<file path="config.mk">
export PLATFORM = sky130hd
export DESIGN_NAME = pinmux_strap_ctrl
export DESIGN_NICKNAME = d
export VERILOG_FILES = /design/src/rtl/pinmux_pkg.sv /design/src/rtl/pm_strap_latch.sv /design/src/rtl/pm_option_decode.sv /design/src/rtl/pm_mux_regs.sv /design/src/rtl/pinmux_strap_ctrl.sv
export SDC_FILE = /design/constraint.sdc
export NUM_CORES = 1
export LEC_CHECK = 0
export BUFFER_PORTS_ARGS = -buffer_cell sky130_fd_sc_hd__buf_2
export CAP_MARGIN = 20
export CORE_MARGIN = 4
export CORE_UTILIZATION = 41
export CTS_BUF_LIST = sky130_fd_sc_hd__clkbuf_8
export DETAILED_ROUTE_END_ITERATION = 16
export GPL_TIMING_DRIVEN = 0
export PLACE_DENSITY = 0.95
export SYNTH_ARGS = -nofsm -noshare
export SYNTH_HDL_FRONTEND = slang
export SYNTH_SLANG_ARGS = --single-unit
</file>
<file path="constraint.sdc">
create_clock -name clk -period 3.37 [get_ports clk]
set_input_delay 0.674 -clock clk [delete_from_list [all_inputs] [get_ports clk]]
set_output_delay 0.674 -clock clk [all_outputs]
set_load 0.03 [all_outputs]
</file>
<file path="src/rtl/pinmux_pkg.sv">
// Shared types for the strap pin-mux controller.
// Assumes option codes A..G map to 0..6 and 7 marks an unlisted strap set.
package pinmux_pkg;
    typedef enum logic [2:0] {
        OPT_A   = 3'd0,
        OPT_B   = 3'd1,
        OPT_C   = 3'd2,
        OPT_D   = 3'd3,
        OPT_E   = 3'd4,
        OPT_F   = 3'd5,
        OPT_G   = 3'd6,
        OPT_BAD = 3'd7
    } pm_option_e;

    typedef struct packed {
        pm_option_e  opt;
        logic [2:0]  mem_mode;
        logic        pci;
        logic [6:0]  gpio_cnt;
        logic        bad;
    } pm_cfg_t;
endpackage

</file>
<file path="src/rtl/pm_strap_latch.sv">
// Captures the boot straps on the first edge after reset release and holds them.
// Assumes rst_n is synchronous and active-low; no resampling until next reset.
module pm_strap_latch #(
    parameter int MODE_W  = 3,
    parameter int WIDTH_W = 3
) (
    input  logic               clk,
    input  logic               rst_n,
    input  logic [MODE_W-1:0]  mode_i,
    input  logic [WIDTH_W-1:0] width_i,
    input  logic               pci_i,
    output logic [MODE_W-1:0]  mode_q,
    output logic [WIDTH_W-1:0] width_q,
    output logic               pci_q,
    output logic               valid_q
);
    // One-shot capture of the straps, then hold.
    always_ff @(posedge clk) begin
        if (!rst_n) begin
            mode_q  <= '0;
            width_q <= '0;
            pci_q   <= 1'b0;
            valid_q <= 1'b0;
        end else if (!valid_q) begin
            mode_q  <= mode_i;
            width_q <= width_i;
            pci_q   <= pci_i;
            valid_q <= 1'b1;
        end
    end
endmodule

</file>
<file path="src/rtl/pm_option_decode.sv">
// Maps held strap values to a major option and shared-group defaults.
// Assumes unlisted combinations fall back to an all-GPIO configuration.
module pm_option_decode
    import pinmux_pkg::*;
#(
    parameter int MODE_W    = 3,
    parameter int WIDTH_W   = 3,
    parameter int B_MAX_W   = 4,
    parameter int B_GPIO_HI = 32,
    parameter int ALL_GPIO  = 61
) (
    input  logic [MODE_W-1:0]  mode_i,
    input  logic [WIDTH_W-1:0] width_i,
    input  logic               pci_i,
    output pm_cfg_t            cfg_o
);
    localparam logic [6:0] GPIO_B_TOP = 7'(B_GPIO_HI);
    localparam logic [6:0] GPIO_ALL   = 7'(ALL_GPIO);

    // Combinational decode of the strap set into a configuration record.
    always_comb begin
        cfg_o = '{opt: OPT_BAD, mem_mode: 3'd0, pci: 1'b0, gpio_cnt: GPIO_ALL, bad: 1'b1};
        if (!pci_i) begin
            unique case (mode_i)
                3'd0: cfg_o = '{OPT_A, 3'd0, 1'b0, GPIO_ALL, 1'b0};
                3'd1: if (int'(width_i) <= B_MAX_W)
                          cfg_o = '{OPT_B, 3'd1, 1'b0,
                                    GPIO_B_TOP - {3'b000, width_i, 1'b0}, 1'b0};
                3'd3: cfg_o = '{OPT_C, 3'd3, 1'b0, 7'd33, 1'b0};
                3'd4: cfg_o = '{OPT_D, 3'd4, 1'b0, 7'd47, 1'b0};
                3'd5: cfg_o = '{OPT_E, 3'd5, 1'b0, 7'd47, 1'b0};
                default: ;
            endcase
        end else begin
            unique case (mode_i)
                3'd0: cfg_o = '{OPT_F, 3'd0, 1'b1, 7'd45, 1'b0};
                3'd5: cfg_o = '{OPT_G, 3'd5, 1'b1, 7'd31, 1'b0};
                default: ;
            endcase
        end
    end
endmodule

</file>
<file path="src/rtl/pm_mux_regs.sv">
// Mux register bank with per-bit lock masks.
// Locked bits read their default; open bits read stored data written by software.
// Assumes writes are only honoured once the straps are held (en_i).
module pm_mux_regs #(
    parameter int NREG   = 2,
    parameter int DATA_W = 32,
    localparam int ADDR_W = (NREG > 1) ? $clog2(NREG) : 1
) (
    input  logic                           clk,
    input  logic                           rst_n,
    input  logic                           en_i,
    input  logic                           wr_en,
    input  logic [ADDR_W-1:0]              wr_addr,
    input  logic [DATA_W-1:0]              wr_data,
    input  logic [NREG-1:0][DATA_W-1:0]    def_i,
    input  logic [NREG-1:0][DATA_W-1:0]    lock_i,
    output logic [NREG-1:0][DATA_W-1:0]    eff_o
);
    logic [NREG-1:0][DATA_W-1:0] store_q;

    for (genvar g = 0; g < NREG; g++) begin : g_reg
        // Update only the unlocked bits of the addressed register.
        always_ff @(posedge clk) begin
            if (!rst_n) begin
                store_q[g] <= '0;
            end else if (en_i && wr_en && (int'(wr_addr) == g)) begin
                store_q[g] <= (store_q[g] & lock_i[g]) | (wr_data & ~lock_i[g]);
            end
        end

        // Merge defaults for locked bits with stored open bits.
        always_comb begin
            eff_o[g] = (def_i[g] & lock_i[g]) | (store_q[g] & ~lock_i[g]);
        end
    end
endmodule

</file>
<file path="src/rtl/pinmux_strap_ctrl.sv">
// Top of the strap-latched pin-mux controller.
// Holds boot straps, decodes the major option, exposes two mux registers whose
// open fields software may change, and drives per-group function selects.
// Assumes DATA_W >= 15 so that every register field fits.
module pinmux_strap_ctrl
    import pinmux_pkg::*;
#(
    parameter int DATA_W    = 32,
    parameter int GPIO_PINS = 4,
    parameter int PCID_PINS = 3
) (
    input  logic                 clk,
    input  logic                 rst_n,
    input  logic [2:0]           strap_mode,
    input  logic [2:0]           strap_width,
    input  logic                 strap_pci,
    input  logic                 wr_en,
    input  logic                 wr_addr,
    input  logic [DATA_W-1:0]    wr_data,
    input  logic                 rd_addr,
    output logic [DATA_W-1:0]    rd_data,
    output logic                 straps_valid,
    output logic [2:0]           option,
    output logic                 cfg_invalid,
    output logic [2:0]           shared_mem_mode,
    output logic                 shared_pci,
    output logic [6:0]           shared_gpio_cnt,
    output logic                 video_in_en,
    output logic                 video_out_en,
    output logic                 host_grp_pci,
    output logic                 host_grp_hostif,
    output logic [GPIO_PINS-1:0] gpio_grp_pci,
    output logic [PCID_PINS-1:0] pcid_grp_pci
);
    localparam int NREG = 2;
    localparam logic [DATA_W-1:0] OPEN0 = DATA_W'(32'h18);
    localparam logic [DATA_W-1:0] OPEN1 = DATA_W'(32'h2);

    logic [2:0] mode_q, width_q;
    logic       pci_q;
    pm_cfg_t    cfg;
    logic [NREG-1:0][DATA_W-1:0] def_v, lock_v, eff_v;

    pm_strap_latch #(.MODE_W(3), .WIDTH_W(3)) u_latch (
        .clk(clk), .rst_n(rst_n),
        .mode_i(strap_mode), .width_i(strap_width), .pci_i(strap_pci),
        .mode_q(mode_q), .width_q(width_q), .pci_q(pci_q), .valid_q(straps_valid)
    );

    pm_option_decode #(.MODE_W(3), .WIDTH_W(3)) u_dec (
        .mode_i(mode_q), .width_i(width_q), .pci_i(pci_q), .cfg_o(cfg)
    );

    // Build register defaults and lock masks from the decoded option.
    always_comb begin
        def_v[0]  = '0;
        def_v[0][2:0]  = cfg.mem_mode;
        def_v[0][7:5]  = cfg.opt;
        def_v[0][14:8] = cfg.gpio_cnt;
        def_v[1]  = '0;
        def_v[1][0] = cfg.pci;
        def_v[1][2] = cfg.bad;
        lock_v[0] = cfg.bad ? '1 : ~OPEN0;
        lock_v[1] = cfg.pci ? '1 : ~OPEN1;
    end

    pm_mux_regs #(.NREG(NREG), .DATA_W(DATA_W)) u_regs (
        .clk(clk), .rst_n(rst_n), .en_i(straps_valid),
        .wr_en(wr_en), .wr_addr(wr_addr), .wr_data(wr_data),
        .def_i(def_v), .lock_i(lock_v), .eff_o(eff_v)
    );

    // Drive group selects from the effective register fields.
    always_comb begin
        rd_data         = eff_v[rd_addr];
        shared_mem_mode = eff_v[0][2:0];
        video_in_en     = eff_v[0][3];
        video_out_en    = eff_v[0][4];
        option          = eff_v[0][7:5];
        shared_gpio_cnt = eff_v[0][14:8];
        host_grp_pci    = eff_v[1][0];
        host_grp_hostif = eff_v[1][1];
        cfg_invalid     = eff_v[1][2];
        shared_pci      = eff_v[1][0];
    end

    for (genvar p = 0; p < GPIO_PINS; p++) begin : g_gpio_pin
        assign gpio_grp_pci[p] = eff_v[1][0];
    end
    for (genvar p = 0; p < PCID_PINS; p++) begin : g_pcid_pin
        assign pcid_grp_pci[p] = eff_v[1][0];
    end
endmodule

</file>
==> results.md, run 1 <==
- Final min period: 2790 ps
- Post-CTS Setup Bufs: 0
- Inst Count DP: 241
- Hold Path Depth: 2
- DR vias/cell: ~4.4
- Fin crit share: about 83%
- Cell area after synthesis: 1100 sq um
- Worst-Margin Slew: approximately 720 ps
- Die X: between 50 and 60 um
- Finished Cell Area: between 1500 and 2000 sq um
- DRT Wirelength: approximately 2.7 mm
- Clk slew on worst S/H paths: about 50 ps
- Placed Area: between 1000 and 1500 sq um
- NumNets Final: between 200 and 300
- CTS sink count: 11
- Share of cells above drive strength 1: 43.7%
- Worst Hold Class: reg -> reg
- Longest Clk Path Bufs: 2
- Commonest non-fill, non-tap cell in the layout: buf_2
- Most frequent cells in the layout: buf_2, buf_4, conb_1
- Critical-path maximum fanout: 13
- Worst vdd ir: roughly 0.28 mV
- FMAX: approximately 0.36 GHz
- Final ANT Viol Nets: 0
- CORE AREA: approximately 2500 sq um
- Drt pass-1 iters: 4
- Initial core utilization: 43.5%
- Yosys Warn Count: 0
- PortBufs: 53
- Ports: about 100
- CTS tree: done
- Initial antenna violation count: 0
- Critical path type: reg -> out
- Largest cells by area after synthesis: dfxtp_1, buf_4, mux2i_1
- Post-CTS resize count: 0
- Max Cap Viol: 0
- Mapped Avg Cell Area: 7.84 sq um
- Sequential cell area: ~220 sq um
- Vias: between 1000 and 1500
- H-Tree Depth: 1
- Seq/Total Area, Yosys: around 20%
- Area of the multi-input gates: approximately 670 sq um
- RD Place Congestion: slightly above 0.8
- Fillers: 235
- DRC Markers: 0
- Post-DP HPWL: ~2.3 mm
- First-pass GRT wire length: 4.30 mm
- Num CTS Buffers: 3
- Cell taking the most area after synthesis: dfxtp_1
- Crit end category: primary output
- Worst r2r path cells: 8
- Final hold vios: 0
- Arrival @ worst endpoint: 2120 ps
- Avg WL per Cell: roughly 11 um
- Crit start category: register
- R2R Setup Slk: between 1000 and 1500 ps
- # setup viols final: 0
- RSZ-0062 raised after global routing: false
- Critical Path RT: around 2700 ps
- DIE AREA: ~3600 sq um
- Post-synthesis cell type count: 38
- Clk Tree Root Cell: clkbuf_8
- Gr usage total: 15.4%
- # rows: 18
- Pleak: around 0.86 nW
- Layout Cells excl Fill: about 250
- Status: finished, final reports clean
- Synth top area share: between 20 and 25%
- Relative slew slack: between 50% and 60%
- Pin count of the biggest net entering global routing: 14
- GRT overflow: 0
- Clk Latency, worst-skew pair: approximately 230 ps
- Die height: 59.7 um
- Vias in the first global route: 992
- Post-synthesis sequential element count: 11
- Syn Inst Count: between 100 and 150
- Starting DRT DRC Count: 26
- Cts hold-fix bufs: 0
- # diodes: 0
- Clock Skews: between 1.5 and 2 ps
- Area grow syn2layout: 37.9%
- Power per cell area: ~340 nW/um^2
- Pins Over Slew Limit: 0
- Final TNS setup: 0 ps
-- report_power, final --
part,total [W],internal [W],switching [W]
combinational,0.000244,0.0000845,0.000160
sequential,0.000144,0.000137,0.00000685
clock,0.000126,0.0000797,0.0000462
total,0.000514,0.000302,0.000213
-- through the flow --
step	total power (W)	util [%]	setup WS, ps	hold WS (ps)
after floorplan	0.000337	-	504	439
after global placement	0.000386	58.2	890	454
after detailed placement	0.000390	58.2	847	464
after CTS	0.000517	60.0	580	471
after global routing	0.000546	60.0	419	485
final	0.000514	60.0	577	469
-- layout make-up --
type / instances / area share [%]
clock inverters: 1 / 0.248
clock buffers: 3 / 2.73
flip-flops and latches: 11 / 14.6
well taps: 30 / 2.48
plain buffers: 33 / 15.7
inverters: 10 / 2.48
multi-input cells: 104 / 44.3
repair buffers: 53 / 17.5
-- cell usage after synthesis --
cell type / n
nand4_1: 1
conb_1: 1
nand3_1: 1
a22o_1: 1
buf_4: 28
and3_1: 2
a21boi_0: 1
buf_2: 1
or2_2: 1
mux2i_1: 9
dfxtp_1: 11
o211a_1: 1
nor3_1: 3
buf_6: 1
nor4bb_2: 1
clkbuf_1: 2
nor2_1: 15
a32oi_1: 1
mux2_2: 2
nor2b_1: 2
a21o_1: 1
a211oi_1: 2
ha_1: 3
xor2_4: 1
a221oi_4: 1
buf_1: 1
or3b_1: 1
o21a_1: 1
nand2_1: 10
a31oi_1: 1
o21bai_1: 1
and2_1: 8
nor3b_2: 1
nand2b_1: 2
o21ai_0: 4
a21oi_1: 6
and4b_4: 1
inv_1: 10
-- critical path, cell delays in order, from the launching register on --
cell and delay, ps:
dfxtp_1 320, buf_6 150, xor2_4 190, nor3b_2 600, nor2b_1 150, mux2_2 290
buf_2 180
-- per-layer routing --
metal	track usage [%]	up-vias	routed length (um)
met5	0	-	0
met3	2.81	5	210
met2	28.4	43	1460
met4	5.70	0	32
li1	-	567	-
met1	17.4	473	1050
-- worst paths after layout --
check                      from    endpoint
max reg2reg  u_latch.width_q[0]    register
max           u_latch.mode_q[0]  rd_data[1]
min reg2reg            register    register
min                    register    register
-- cell families after synthesis --
logic type	after synthesis	share of synthesized area, %
muxes	11	10.3
xor gates and xnor gates	1	2.51
and+or+nand+nor	49	24.2
adders and majority gates	3	3.42
AOI/OAI and AO/OA	21	14.1
DFF	11	20.1
other	1	0.342
buffers and inverters	43	25.1
No activity file was read; power rests on OpenSTA's default activity.
==> run 2: changes to the inputs <==
--- a/config.mk
+++ b/config.mk
@@ -8,11 +8,11 @@
 export BUFFER_PORTS_ARGS = -buffer_cell sky130_fd_sc_hd__buf_2
 export CAP_MARGIN = 20
 export CORE_MARGIN = 4
-export CORE_UTILIZATION = 41
+export CORE_UTILIZATION = 34
 export CTS_BUF_LIST = sky130_fd_sc_hd__clkbuf_8
 export DETAILED_ROUTE_END_ITERATION = 16
 export GPL_TIMING_DRIVEN = 0
-export PLACE_DENSITY = 0.95
+export PLACE_DENSITY = 0.89
 export SYNTH_ARGS = -nofsm -noshare
 export SYNTH_HDL_FRONTEND = slang
 export SYNTH_SLANG_ARGS = --single-unit
==> constraint.sdc (replaced) <==
create_clock -name clk -period 2.3 [get_ports clk]
set_input_delay 0.46 -clock clk [delete_from_list [all_inputs] [get_ports clk]]
set_output_delay 0.46 -clock clk [all_outputs]
set_load 0.03 [all_outputs]
==> run 2 against run 1 <==
Compared with the run above: critical path depth is 2 higher; non-clock buffer count grew 7; clock skew hardly changed; flip-flop and latch count stayed put; first-iteration DRC count shrank 27%; register-to-register slack worse by 840 ps; power increased by 54%; clock-buffer cell count is the same; final area rose by 11%; setup slack got worse by 530 ps; via count increased by 3.0%; utilization decreased by 5.5 points.
==> results.md, run 2 (synthesis results as in run 1) <==
- Status: finished, final reports clean
- Inst Count DP: approximately 260
- Worst Hold Class: in -> reg
- Clk slew on worst S/H paths: about 50 ps
- Vias: between 1000 and 1500
- Critical-path maximum fanout: 7
- Final hold vios: 0
- First-pass GRT wire length: approximately 4.4 mm
- Initial antenna violation count: 0
- Longest Clk Path Bufs: 2
- Vias in the first global route: just over 1000
- FMAX: ~0.44 GHz
- Final min period: 2250 ps
- Clk Latency, worst-skew pair: ~230 ps
- Max Cap Viol: 0
- NumNets Final: 270
- Die height: 64.8 um
- Arrival @ worst endpoint: about 1800 ps
- PortBufs: 53
- Layout Cells excl Fill: approximately 270
- RSZ-0062 raised after global routing: true
- Pins Over Slew Limit: 0
- H-Tree Depth: 1
- Cts hold-fix bufs: 0
- Most frequent cells in the layout: buf_2, buf_4, conb_1
- Crit start category: register
- R2R Setup Slk: approximately 550 ps
- Core Util, Final: between 50 and 60%
- CTS tree: done
- Pleak: between 0.9 and 1 nW
- RD Place Congestion: 0.825
- Finished Cell Area: 1680 sq um
- Pin count of the biggest net entering global routing: 11
- Die X: approximately 65 um
- Crit end category: primary output
- Critical path type: reg -> out
- Area grow syn2layout: 52.8%
- DIE AREA: 4200 sq um
- Power per cell area: around 470 nW/um^2
- Initial core utilization: 35.7%
- Clk Tree Root Cell: clkbuf_8
- Commonest non-fill, non-tap cell in the layout: buf_2
- Share of cells above drive strength 1: between 50% and 60%
- Drt pass-1 iters: 4
- # diodes: 0
- # setup viols final: 0
- Placed Area: 1500 sq um
- Relative slew slack: a little over 60%
- Starting DRT DRC Count: 19
- Final ANT Viol Nets: 0
- DRC Markers: 0
- # rows: 20
- Fin crit share: just under 100%
- CORE AREA: about 3100 sq um
- Num CTS Buffers: 3
- GRT overflow: 0
- Ports: around 100
- DR vias/cell: roughly 4.2
- Post-DP HPWL: between 2 and 2.5 mm
- Worst vdd ir: between 0.4 and 0.5 mV
- Worst-Margin Slew: roughly 570 ps
- DRT Wirelength: 2.99 mm
- Clock Skews: 1.65 ps
- Gr usage total: around an eighth
- Critical Path RT: 1840 ps
- Avg WL per Cell: 11.2 um
- CTS sink count: 11
==> run 2: cell count changes in the layout (fill, tap and decap cells not counted), moves of 2 or more <==
cell / previous run / this run
buf_2: 54 / 47
inv_1: 11 / 8
o21ai_1: 0 / 2
dfxtp_2: 0 / 3
buf_6: 1 / 6
buf_4: 28 / 37
o21ai_0: 4 / 2
dfxtp_1: 11 / 8
inv_2: 0 / 3
ha_1: 3 / 1
ha_4: 0 / 2
==> run 2: layout make-up <==
cell class	instances	area, sq um
Fill cell	306	1400
Multi-Input combinational cell	104	722
Buffer	33	239
Inverter	10	37.5
Sequential cell	11	224
Clock buffer	3	41.3
Clock inverter	1	3.75
Timing Repair Buffer	60	354
Tap cell	44	55.1
==> run 2: critical path, stage by stage, from the launching register on <==
cell and delay (ps):
dfxtp_2 320, inv_2 70, ha_4 130, inv_2 40, ha_4 170, nor4bb_4 160
a221oi_4 310, and3_4 240, buf_6 120
==> run 2: path summary, 6_finish.rpt <==
| path | from | to | cells after the start |
|---|---|---|---|
| worst max-delay path | u_latch.width_q[0] | rd_data[3] | 8 |
| worst min-delay path | rst_n | u_latch.valid_q | 1 |
| worst min register to register | register | register | 2 |
| worst max register to register | u_latch.width_q[0] | register | 8 |
==> run 2: what timing repair did <==
action                     in CTS  in global routing
setup buffers                   4                  3
resized for setup              14                 16
pin swaps                       3                  6
setup endpoints to repair      12                 12
cloned                          0                  0
==> run 2: metrics by stage <==
step	total power [W]	setup TNS (ps)	hold WS, ps	worst slack [ps]
after floorplan	0.000498	-114	439	-83.1
after global placement	0.000572	0	453	52.0
after detailed placement	0.000578	0	463	10.4
after CTS	0.000782	0	388	3.21
after global routing	0.000836	-278	397	-61.2
final	0.000792	0	392	48.8
==> run 2: routing by layer <==
metal,share of wire [%],GRT usage (%)
met2,53,24.4
met4,1.1,4.22
met1,40,14.3
met5,0,0
met3,5.6,1.91
==> run 2: report_power, final <==
group | total (W) | switching, W | internal, W
clock | 0.000186 | 0.0000692 | 0.000117
combinational | 0.000393 | 0.000246 | 0.000146
sequential | 0.000213 | 0.0000110 | 0.000202
==> run 3: changes to the inputs <==
--- a/config.mk
+++ b/config.mk
@@ -5,8 +5,10 @@
 export SDC_FILE = /design/constraint.sdc
 export NUM_CORES = 1
 export LEC_CHECK = 0
+export ABC_AREA = 1
 export BUFFER_PORTS_ARGS = -buffer_cell sky130_fd_sc_hd__buf_2
 export CAP_MARGIN = 20
+export CORE_ASPECT_RATIO = 1.2
 export CORE_MARGIN = 4
 export CORE_UTILIZATION = 34
 export CTS_BUF_LIST = sky130_fd_sc_hd__clkbuf_8
==> run 3 against run 2 <==
Compared with the run above: critical path depth increased by 3; largest cell class unchanged; clock power about the same; synthesized cell count increased by 16%; critical endpoint is now rd_data[2]; global-route usage decreased by 0.27 points.
==> results.md, run 3 <==
- Status: finished, final reports clean
- First-pass GRT wire length: roughly 4.3 mm
- Arrival @ worst endpoint: 1700 ps
- Critical path type: reg -> out
- Pleak: about 0.94 nW
- CP max-delay cell: dfxtp_1
- CTS tree: done
- Num CTS Buffers: 3
- Area grow syn2layout: 41.3%
- Seq/Total Area, Yosys: between 20% and 30%
- PortBufs: 54
- Inst Count DP: 271
- Post-synthesis sequential element count: 11
- Final TNS setup: 0 ps
- FMAX: ~0.46 GHz
- DIE AREA: ~4200 sq um
- Fin crit share: a little over nine tenths
- # diodes: 0
- Predominant post-synthesis flop cell: dfxtp_1
- FFs w/ async S/R, synth: 0%
- Starting DRT DRC Count: 23
- Longest Clk Path Bufs: 2
- H-Tree Depth: 1
- Placed Area: approximately 1500 sq um
- Pins Over Slew Limit: 0
- Worst vdd ir: 0.297 mV
- Number of flops mapped to enable cells by yosys: 0
- # setup viols final: 0
- Worst Hold Class: in -> reg
- Syn Inst Count: around 160
- Sequential cell area: 220 sq um
- GRT overflow: 0
- Pin count of the biggest net entering global routing: 11
- Cell taking the most area after synthesis: dfxtp_1
- Cell-internal power: between 0.0004 and 0.0005 W
- Critical-path maximum fanout: 6
- DRT Wirelength: between 2 and 3 mm
- Most frequent cell after synthesis: buf_4
- Gr usage total: between 10% and 20%
- Critical Path RT: between 1500 and 2000 ps
- RSZ-0062 raised after global routing: false
- Final ANT Viol Nets: 0
- Final min period: ~2200 ps
- Vias in the first global route: 1022
- CTS sink count: 11
- Seq pwr share: between 20% and 30%
- Buf+Inv Stages, Crit Path: 4
- Clk Tree Root Cell: clkbuf_8
- Clock Skews: about 0.76 ps
- Cell area after synthesis: about 1100 sq um
- Share of cells above drive strength 1: about 46%
- Clk Latency, worst-skew pair: roughly 230 ps
- Layout Cells excl Fill: between 200 and 300
- Die height: 70.2 um
- NetSw: approximately 0.00036 W
- Max Cap Viol: 0
- Drt pass-1 iters: 4
- DR vias/cell: approximately 4.1
- Post-synthesis cell type count: 32
- # rows: 22
- Area of the multi-input gates: approximately 630 sq um
- Crit end category: primary output
- Power per cell area: ~520 nW/um^2
- Yosys Warn Count: 0
- Commonest non-fill, non-tap cell in the layout: buf_2
- Clk slew on worst S/H paths: around 50 ps
- Synth top area share: 20.1%
- CP Cell Sequence: inv_1 -> ha_1 -> inv_1 -> ha_4 -> nand2_4 -> nand2_4 -> nand2_4 -> inv_4 -> nand2_1 -> o21ai_2 -> buf_6
- Delay-heaviest family, CP: buffers and inverters
- Mapped Avg Cell Area: slightly below 7 sq um
- Fillers: 311
- Avg WL per Cell: ~9.7 um
- Final hold vios: 0
- NumNets Final: roughly 290
- Most frequent cells in the layout: buf_2, buf_4, inv_1, nand2_1, conb_1
- Initial core utilization: 35.6%
- Largest cells by area after synthesis: dfxtp_1, buf_4, nand2_1
- Most frequent CP cell: nand2_4
- Ports: around 100
- Sw frac: approximately 44%
- Clk pwr share: 22.8%
- Vias: about 1100
- Crit start category: register
- RD Place Congestion: 0.760
- Die X: ~60 um
- Finished Cell Area: around 1500 sq um
- CORE AREA: between 3000 and 4000 sq um
- Initial antenna violation count: 0
- Top cells by count, synth: buf_4, nand2_1, inv_1, nor2_1
- Crit path largest cell delay: about 330 ps
- Logic pwr share: 49.9%
- Post-DP HPWL: between 2 and 2.5 mm
- Final Power: 0.000805 W
- DRC Markers: 0
## run 3: area by class of cell
cell class | count | area share [%]
buffer | 30 | 14.1
tap | 36 | 2.91
clock buffer | 3 | 2.67
inverter | 27 | 6.87
timing repair buffer | 54 | 18.0
sequential | 11 | 14.2
multi-input combinational | 113 | 41.0
clock inverter | 1 | 0.242
## run 3: power by group through the flow
stage                     registers, W  clock network (W)  logic (W)
after floorplan               0.000221                  0   0.000310
after global placement        0.000221                  0   0.000391
after detailed placement      0.000222                  0   0.000396
after CTS                     0.000219           0.000188   0.000397
after global routing          0.000221           0.000194   0.000436
final                         0.000219           0.000184   0.000402
## run 3: repair_timing
action | CTS | global route
endpoints found under the setup margin | 0 | 12
gates resized for setup | 0 | 8
hold buffers | 0 | 0
buffers inserted | 0 | 0
## run 3: final timing paths
| check | start | to | slack (ps) | cells past startpoint |
|---|---|---|---|---|
| max | u_latch.width_q[0] | rd_data[2] | 140 | 11 |
| min | rst_n | u_latch.valid_q | 340 | 1 |
| max reg2reg | u_latch.width_q[0] | register | 900 | 9 |
| min reg2reg | register | register | 490 | 2 |
## run 3: cell families after synthesis
| logic type | synth area share [%] |
|---|---|
| compound gates | 15.2 |
| fa+ha+maj | 3.43 |
| buf+inv | 29.7 |
| flops | 20.1 |
| other cells | 0.342 |
| simple gates | 31.3 |
## run 3: per-stage QoR
step / util [%] / hold WS [ps] / setup WS, ps
final: 50.2 / 339 / 138
after global routing: 50.2 / 347 / 2.39
after CTS: 49.4 / 335 / 22.8
after detailed placement: 48.0 / 483 / 289
after global placement: 48.0 / 473 / 331
after floorplan: - / 452 / 39.8
## run 3: routing by layer
layer / vias to the layer above / wire (um) / track usage (%)
li1: 617 / - / -
met1: 470 / 1050 / 14.9
met2: 47 / 1320 / 21.4
met3: 5 / 242 / 1.66
met4: 0 / 51 / 5.91
met5: - / 0 / 0
